<file path="config.mk">
export PLATFORM = sky130hd
export DESIGN_NAME = refswitch_buildout
export DESIGN_NICKNAME = d
export VERILOG_FILES = /design/src/rtl/refswitch_buildout.sv
export SDC_FILE = /design/constraint.sdc
export NUM_CORES = 1
export LEC_CHECK = 0
export ABC_CLOCK_PERIOD_IN_PS = 4300
export BUFFER_PORTS_ARGS = -buffer_cell sky130_fd_sc_hd__clkbuf_2
export CORE_MARGIN = 5
export CORE_UTILIZATION = 57
export DETAILED_ROUTE_END_ITERATION = 7
export HOLD_SLACK_MARGIN = 0.02
export PLACE_DENSITY_LB_ADDON = 0.12
export SETUP_SLACK_MARGIN = 0.2
export SYNTH_ARGS = -nofsm -noshare
export SYNTH_HDL_FRONTEND = slang
export SYNTH_SLANG_ARGS = --single-unit
</file>
<file path="constraint.sdc">
create_clock -name clk -period 4.3 [get_ports clk]
set_input_delay 0.86 -clock clk [delete_from_list [all_inputs] [get_ports clk]]
set_output_delay 0.86 -clock clk [all_outputs]
set_load 0.02 [all_outputs]
</file>
<file path="src/rtl/refswitch_buildout.sv">
module refswitch_buildout #(
  parameter int NREF   = 4,
  parameter int PRIO_W = 4,
  parameter int PH_W   = 16,
  localparam int IDX_W  = (NREF > 1) ? $clog2(NREF) : 1,
  localparam int ADDR_W = $clog2(NREF + 1)
) (
  input  logic                   clk,
  input  logic                   rst_n,
  input  logic                   switch_req,
  input  logic [IDX_W-1:0]       new_ref,
  input  logic signed [PH_W-1:0] phase_err,
  input  logic                   reg_wr,
  input  logic [ADDR_W-1:0]      reg_addr,
  input  logic [PRIO_W-1:0]      reg_wdata,
  output logic [PRIO_W-1:0]      reg_rdata,
  output logic signed [PH_W-1:0] phase_offset,
  output logic signed [PH_W-1:0] phase_out,
  output logic                   done,
  output logic                   realigned
);

  logic [PRIO_W-1:0] prio_q [NREF];
  logic [PRIO_W-1:0] thresh_q;
  logic [PRIO_W-1:0] new_prio;
  logic              ref_ok;
  logic              is_master;

  assign ref_ok    = 32'(new_ref) < NREF;
  assign new_prio  = ref_ok ? prio_q[new_ref] : '1;
  assign is_master = ref_ok && (new_prio < thresh_q);
  assign phase_out = phase_err - phase_offset;

  always_ff @(posedge clk) begin
    if (!rst_n) begin
      for (int i = 0; i < NREF; i++) prio_q[i] <= PRIO_W'(i);
      thresh_q <= '0;
    end else if (reg_wr) begin
      if (32'(reg_addr) < NREF) prio_q[reg_addr[IDX_W-1:0]] <= reg_wdata;
      else if (32'(reg_addr) == NREF) thresh_q <= reg_wdata;
    end
  end

  always_comb begin
    reg_rdata = '0;
    if (32'(reg_addr) < NREF) reg_rdata = prio_q[reg_addr[IDX_W-1:0]];
    else if (32'(reg_addr) == NREF) reg_rdata = thresh_q;
  end

  always_ff @(posedge clk) begin
    if (!rst_n) begin
      phase_offset <= '0;
      done         <= 1'b0;
      realigned    <= 1'b0;
    end else begin
      done <= switch_req;
      if (switch_req) begin
        phase_offset <= is_master ? '0 : phase_err;
        realigned    <= is_master;
      end
    end
  end


  done_pulse_chk: assert property (@(posedge clk) disable iff (!rst_n)
    switch_req |=> done);

  done_quiet_chk: assert property (@(posedge clk) disable iff (!rst_n)
    !switch_req |=> !done);

  offset_hold_chk: assert property (@(posedge clk) disable iff (!rst_n)
    !switch_req |=> $stable(phase_offset) && $stable(realigned));

  realign_zero_chk: assert property (@(posedge clk) disable iff (!rst_n)
    (done && realigned) |-> phase_offset == '0);

  buildout_capture_chk: assert property (@(posedge clk) disable iff (!rst_n)
    (done && !realigned) |-> phase_offset == $past(phase_err));

endmodule

</file>
Word-level counts from Yosys, hierarchy flattened
Memory sizes are Yosys's and may differ from the RTL's. Index checks and enable logic that the tools add are counted.

Reductions and logical operators: 2. Mux-type cells: 11. Magnitude comparators: 2. Bitwise operators: 1. Equal/unequal tests: 1. $add $sub $neg: 1.

Operators by type and width (number): $mux 16 (1); $sub 16x16->16 (1); $mux 4 (3); $mux 1 (6); $lt 4x4->1 (1); $reduce_or 4->1 (1); $eq 3x3->1 const B (1); $lt 3x3->1 const B (1); $reduce_and 3->1 (1); $mux 2 (1); $not 1->1 (1).

RAM bits: 16. Memories kept: 1. Input port bits: 29. Logic and storage cells: 23. Flip-flop bits (word level): 22.

Memories: prio_q (words 4, bits a word 4, rd ports 2, clocked after memory_dff 0, write ports 4, line 23) `logic [PRIO_W-1:0] prio_q [NREF];`.

Longest topological paths before layout
Gate-level depths: netlist of run 1.

Word-level depth: 7. Mapped depth: 8.

Least setup slack after synthesis of run 1
No wires, ideal clock.

Kind: in2out. Start: in phase_err[0]. End: out phase_out[12]. Data required time: 3.440 ns. Arrival time: 2.487 ns. Cell stages on the path: 8. Setup slack: 0.953 ns. Path buffers: 0. Path through: inv_1 -> ha_1 -> fa_1 -> nand2b_1 -> a21oi_1 -> o2111ai_1 -> a21oi_1 -> xor2_1.

Longest elaborated chain between the ends: 1.

RTL lines: start, declared (line 12) `input logic signed [PH_W-1:0] phase_err,`; $sub 16x16->16 (line 32) `assign phase_out = phase_err - phase_offset;`; end, declared (line 18) `output logic signed [PH_W-1:0] phase_out,`.

Every way passes these cells.

Worst setup path after layout of run 1
Same ends and word-level chain as after synthesis.

==> results of run 1 <==
[layout by cell type, fill, tap and decap left out, drive strengths merged, types with 2 or more instances in the layout]
cell and n:
xnor2 11, xor2 4, or2 2, nor2 7, o21ai 9, nand2 7
nor2b 7, a31oi 4, a21o 6, clkbuf 71, nand2b 10, o211ai 2
nor4 2, mux4 8, nand3 6, edfxtp 16, clkinv 2, o21a 3
o2111ai 2, a22o 17, inv 29, and3 3, dfxtp 22, ha 18
nor3b 2, mux2i 2, nor3 2, and2 12, a21oi 12, and3b 2
[routing by layer]
layer,share of wire (%),vias up
met5,0,-
met4,1.1,0
met3,4.9,6
met2,48,58
met1,46,947
li1,-,1019
[worst max-delay path, stage by stage]
cell and delay, ns:
clkbuf_2 0.09, inv_1 0.04, ha_1 0.21, fa_1 0.41, nand2b_1 0.19, a21oi_1 0.19
o2111ai_1 0.23, a21oi_1 0.22, xor2_1 0.16, clkbuf_2 0.19
[cell families (layout without fill, tap and decap cells)]
family,Yosys count,after routing
AND/OR/NAND/NOR,66,66
AO/OA/AOI/OAI,59,59
flip-flops,38,38
buffers and inverters,38,104
adder cells (fa/ha/maj),19,19
XOR/XNOR,15,15
multiplexers,10,10
[stage by stage]
stage | std cells | setup WS [ns] | utilization (%) | instance area [um^2] | hold WS, ns
after global placement | 355 | 0.712 | 66.1 | 2840 | 0.485
after detailed placement | 355 | 0.684 | 66.1 | 2840 | 0.497
after global routing | 363 | 0.517 | 68.1 | 2920 | 0.539
after floorplan | 245 | 0.953 | - | 2480 | 0.505
final | 363 | 0.666 | 68.1 | 2920 | 0.515
after CTS | 363 | 0.675 | 68.1 | 2920 | 0.517
[path summary, 6_finish.rpt]
check | startpoint | endpoint | slack [ns]
max | phase_err[0] | phase_out[12] | 0.67
min | phase_offset[4]$_SDFFE_PN0P_ | phase_offset[4]$_SDFFE_PN0P_ | 0.52
max reg2reg | prio_q[0][3]$_SDFFCE_PN0P_ | phase_offset[15]$_SDFFE_PN0P_ | 1.82
min reg2reg | phase_offset[4]$_SDFFE_PN0P_ | phase_offset[4]$_SDFFE_PN0P_ | 0.52
[power by group through the flow]
stage          sequential [mW]  combinational (mW)  clock [mW]
3_5_place_dp             0.423               0.356           0
3_3_place_gp             0.421               0.350           0
4_1_cts                  0.415               0.358       0.248
2_1_floorplan            0.434               0.237           0
5_1_grt                  0.418               0.391       0.267
6_report                 0.415               0.355       0.244
[sequential cells by signal (all words and copies together), names as in the netlist]
signal and cells:
prio_q 16, thresh_q 4, phase_offset 16, done 1
realigned 1
[cell type report]
type	count	area share, %
Multi-Input combinational cell	169	48.1
Sequential cell	38	31.5
Timing Repair Buffer	67	11.6
Inverter	29	3.72
Clock buffer	5	2.35
Tap cell	52	2.23
Clock inverter	3	0.556
==> flow_metrics.py, run 1 <==
metrics = {
    "status": {
        "run_status": "finished, final reports clean",
    },
    "floorplan": {
        "fp.coreArea_mm2": 0.00429,
        "dieArea_mm2": 0.00578,
        "rows": 24,
        "die_x_um": 76.0,
        "fp.dieH_um": 76.0,
        "initial_core_util_pct": 57.9,
        "pin_count": 67,
    },
    "clock_tree": {
        "cts_buffers": 5,
        "insertion_delay_ns": 0.30,
        "cts.sink_count": 38,
        "path_clk_slew_ns": 0.08,
        "post_cts_buffers": 0,
        "cts_resized": 0,
        "hold_buffers": 0,
        "cts.htree.levels": 2,
        "clock_path_buffers": 2,
        "cts_tree": "yes",
        "cts_root_buf": "clkbuf_8",
    },
    "synth": {
        "async_flop_share_pct": 0,
        "synth_cell_type_count": 43,
        "synth_top_area_share_pct": 19.3,
        "synth_seq_area_share_pct": 37.1,
        "yosysTopAreaCell": "edfxtp_1",
        "synth-main-ff-cell": "dfxtp_1",
        "synth_compound_area_share_pct": 17.3,
        "synthAdderAreaFrac_pct": 9.87,
        "syn_inst": 245,
        "synth_most_common_cell": "inv_1",
        "synth_edf_count": 16,
        "avgSynthCellArea_um2": 10.1,
        "synthMuxAreaShare_pct": 8.51,
        "yosys-top-cells-area": "edfxtp_1 19%, dfxtp_1 18%, ha_1 9.1%, a22o_1 6.0%, mux4_2 4.5%",
        "yosys_warnings": 0,
        "syn-cell-area_mm2": 0.00248,
        "syn_nets": 293,
        "synth_common_cells": "29 x inv_1, 22 x dfxtp_1, 18 x ha_1",
        "ys_seq_elements": 38,
        "synth_xor_area_share_pct": 5.29,
        "synth-simple-area-share_pct": 15.7,
        "synth_top_family_by_area": "compound AO/OA/AOI/OAI gates",
    },
    "routing": {
        "drc": 0,
        "wire_per_inst_um": 15.8,
        "drt_iter0_drc": 163,
        "firstDrtPassIters": 4,
        "vias": 2030,
        "viasPerCell": 5.59,
        "antenna_left": 0,
        "drt_wl_total_mm": 5.75,
    },
    "global_route": {
        "grt_pass1_wl_mm": 9.87,
        "grtUsageTotal_pct": 20.6,
        "grt-ovfl-total": 0,
        "antenna_found_initial": 0,
        "grt_max_degree": 17,
        "grt-busiest-layer": "met2",
        "use_met1_pct": 26.6,
        "grt_pass1_vias": 2133,
        "grt_use_met3_pct": 4.96,
        "met2_usage_pct": 34.2,
    },
    "job": {
        "maxCapViolations": 0,
    },
    "critical_path": {
        "reg2regPathDepth": 6,
        "required_ns": 3.44,
        "arrival_ns": 2.77,
        "worst_setup_path_end_kind": "primary output",
        "crit_type": "in -> out",
        "cp-start-kind": "input port",
        "cp_max_fo": 3,
    },
    "cells_and_area": {
        "multi_input_area_mm2": 0.00141,
        "num-nets-final": 358,
        "drive_above_1_share_pct": 27.0,
        "syn_to_final_growth_pct": 17.7,
        "n_fill_cell": 372,
        "seqCellArea_um2": 921,
        "n_antenna_cell": 0,
    },
    "timing": {
        "setup_violations": 0,
        "hold_viol_final": 0,
        "fin_crit_ns": 3.63,
        "maxSlewViolCount": 0,
        "timing.final.crit_share_pct": 84.5,
        "fmax_mhz": 275,
        "tightest_slew_ns": 0.717,
        "clock_skew_ns": 0.00646,
        "slew_headroom_pct": 52.0,
        "rsz0062_at_grt": "no",
        "setup_tns_ns": 0,
    },
    "pwr": {
        "power_density_mw_per_mm2": 347,
        "p_comb_share_pct": 35.0,
        "fin_total_pwr_mw": 1.01,
        "p_switching_uw": 361,
        "intPower_uw": 653,
        "switching_share_pct": 35.6,
        "pwr-share-seq_pct": 40.9,
        "power.clock.fraction_pct": 24.0,
        "p_leak_nw": 1.30,
        "ir_worst_vdd_v": 0.000223,
    },
    "placed_design": {
        "place_hpwl_mm": 4.55,
        "io_buffers": 66,
        "place_congestion": 0.805,
    },
    "hold_path": {
        "holdPathStages": 1,
        "hp-class": "reg -> reg",
    },
}
Note: power is estimated with default switching activity, not from simulation.
==> run 2: changes to the inputs <==
Settings changed: ABC_CLOCK_PERIOD_IN_PS 4300 to 3600, CORE_UTILIZATION 57 to 53.
Clock period 4.3 ns to 3.6 ns, I/O delays scaled along.
==> run 2 against run 1 <==
  * Register-to-register slack worse by 0.55 ns
  * Sequential share of layout area down 0.62 points
  * Sequential cell count unchanged
  * Final area up 2.0%
  * Clock-buffer cell count unchanged
==> flow_metrics.py, run 2 (synthesis gave the netlist of run 1 again) <==
metrics = {
    "pwr": {
        "ir_worst_vdd_v": 0.000195,
        "intPower_uw": 858,
        "switching_share_pct": 33.5,
        "pwr-share-seq_pct": 38.4,
        "power_density_mw_per_mm2": 433,
        "p_switching_uw": 432,
        "p_leak_nw": 1.32,
        "power.clock.fraction_pct": 28.5,
        "p_comb_share_pct": 33.1,
    },
    "routing": {
        "vias": 2014,
        "antenna_left": 0,
        "drt_wl_total_mm": 5.47,
        "drt_iter0_drc": 76,
        "wire_per_inst_um": 14.9,
        "drc": 0,
        "firstDrtPassIters": 5,
        "viasPerCell": 5.50,
    },
    "global_route": {
        "grt_max_degree": 17,
        "met2_usage_pct": 31.9,
        "grtUsageTotal_pct": 18.9,
        "grt_pass1_wl_mm": 9.36,
        "use_met1_pct": 25.0,
        "grt_pass1_vias": 2019,
        "antenna_found_initial": 0,
        "grt_use_met3_pct": 3.67,
        "grt-ovfl-total": 0,
        "grt-busiest-layer": "met2",
    },
    "floorplan": {
        "rows": 25,
        "dieArea_mm2": 0.00616,
        "fp.dieH_um": 78.5,
        "fp.coreArea_mm2": 0.00463,
        "initial_core_util_pct": 53.7,
        "die_x_um": 78.5,
        "pin_count": 67,
    },
    "critical_path": {
        "required_ns": 2.88,
        "timing.rr.start": "prio_q[2][3]$_SDFFCE_PN0P_",
        "reg2regPathDepth": 7,
        "r2r_slack_ns": 1.27,
        "cp-start-kind": "input port",
        "critPathLaunch": "phase_err[0]",
        "worst_setup_path_end_kind": "primary output",
        "cp_max_fo": 3,
        "arrival_ns": 2.55,
        "crit_type": "in -> out",
    },
    "placed_design": {
        "place_hpwl_mm": 4.21,
        "io_buffers": 66,
        "place_congestion": 0.780,
        "dp_slack_ns": 0.285,
    },
    "hold_path": {
        "holdPathStages": 1,
        "hp-start": "phase_offset[10]$_SDFFE_PN0P_",
        "hp-class": "reg -> reg",
    },
    "clock_tree": {
        "post_cts_buffers": 0,
        "cts.sink_count": 38,
        "cts_buffers": 5,
        "cts.htree.levels": 2,
        "insertion_delay_ns": 0.29,
        "clock_path_buffers": 2,
        "path_clk_slew_ns": 0.08,
        "cts_tree": "yes",
        "cts_root_buf": "clkbuf_8",
    },
    "status": {
        "run_status": "finished, final reports clean",
    },
    "timing": {
        "rsz0062_at_grt": "yes",
        "maxSlewViolCount": 0,
        "clock_skew_ns": 0.00336,
        "setup_violations": 0,
        "timing.final.crit_share_pct": 90.7,
        "slew_headroom_pct": 67.3,
        "tightest_slew_ns": 0.490,
        "fin_crit_ns": 3.27,
        "hold_viol_final": 0,
        "setup_tns_ns": 0,
        "fmax_mhz": 306,
        "fin_ws_ns": 0.334,
    },
    "cells_and_area": {
        "n_antenna_cell": 0,
        "layout_commonest_cell": "clkbuf_2",
        "final_core_util_pct": 64.4,
        "syn_to_final_growth_pct": 20.0,
        "num-nets-final": 359,
        "final_cell_mix": "65 x clkbuf_2, 29 x inv_1, 22 x dfxtp_1",
        "largestRegisters": "phase_offset: 16 flops, prio_q: 16 flops, thresh_q: 4 flops",
        "drive_above_1_share_pct": 28.8,
    },
    "job": {
        "maxCapViolations": 0,
    },
}
-- run 2: cell types whose count changed in the layout (fill, tap and decap cells not counted), sizes merged --
| cell | delta |
|---|---|
| buf | +2 |
| bufinv | +1 |
| clkbuf | -1 |
| clkinv | -2 |
| clkinvlp | +1 |
-- run 2: cell type report --
class,instances,area [um^2]
fillers,412,1650
clock buffers,5,68.8
clock inverters,3,45.0
repair buffers,68,348
well taps,54,67.6
multi-input cells,169,1420
inverters,29,109
flip-flops and latches,38,921
-- run 2: final timing paths --
check	endpoint
worst max-delay path	phase_out[12]
worst min-delay path	phase_offset[10]$_SDFFE_PN0P_
worst max register to register	phase_offset[2]$_SDFFE_PN0P_
worst min register to register	phase_offset[10]$_SDFFE_PN0P_
-- run 2: routing by layer --
metal	share of wire [%]	vias up	wire length [um]
li1	-	1012	-
met1	47	940	2550
met2	46	59	2540
met3	6.5	3	357
met4	0.51	0	28
met5	0	-	0
-- run 2: per-stage QoR --
stage | hold slack [ns] | power (mW) | instance area [um^2] | std cells
4_1_cts | 0.517 | 1.30 | 2960 | 366
5_1_grt | 0.541 | 1.37 | 2980 | 366
3_3_place_gp | 0.487 | 0.921 | 2850 | 358
3_5_place_dp | 0.494 | 0.926 | 2850 | 358
2_1_floorplan | 0.505 | 0.801 | 2480 | 245
6_report | 0.512 | 1.29 | 2980 | 366
-- run 2: critical path: stages --
cell and delay [ns]:
clkbuf_2 0.09, inv_1 0.04, ha_1 0.21, fa_1 0.40, nand2b_1 0.20, a21oi_2 0.18, o2111ai_2 0.19, a21oi_2 0.17
xor2_1 0.15, clkbuf_2 0.18
-- run 2: timing repair --
action | in CTS | in global routing
endpoints found under the setup margin | 0 | 3
hold buffers | 0 | 0
gates resized for setup | 0 | 6
-- run 2: power by group through the flow --
stage / Combinational [mW] / Sequential [mW] / Clock, mW
after global routing: 0.469 / 0.500 / 0.404
after floorplan: 0.283 / 0.518 / 0
after global placement: 0.418 / 0.504 / 0
after CTS: 0.423 / 0.496 / 0.379
final: 0.427 / 0.496 / 0.367
after detailed placement: 0.421 / 0.505 / 0
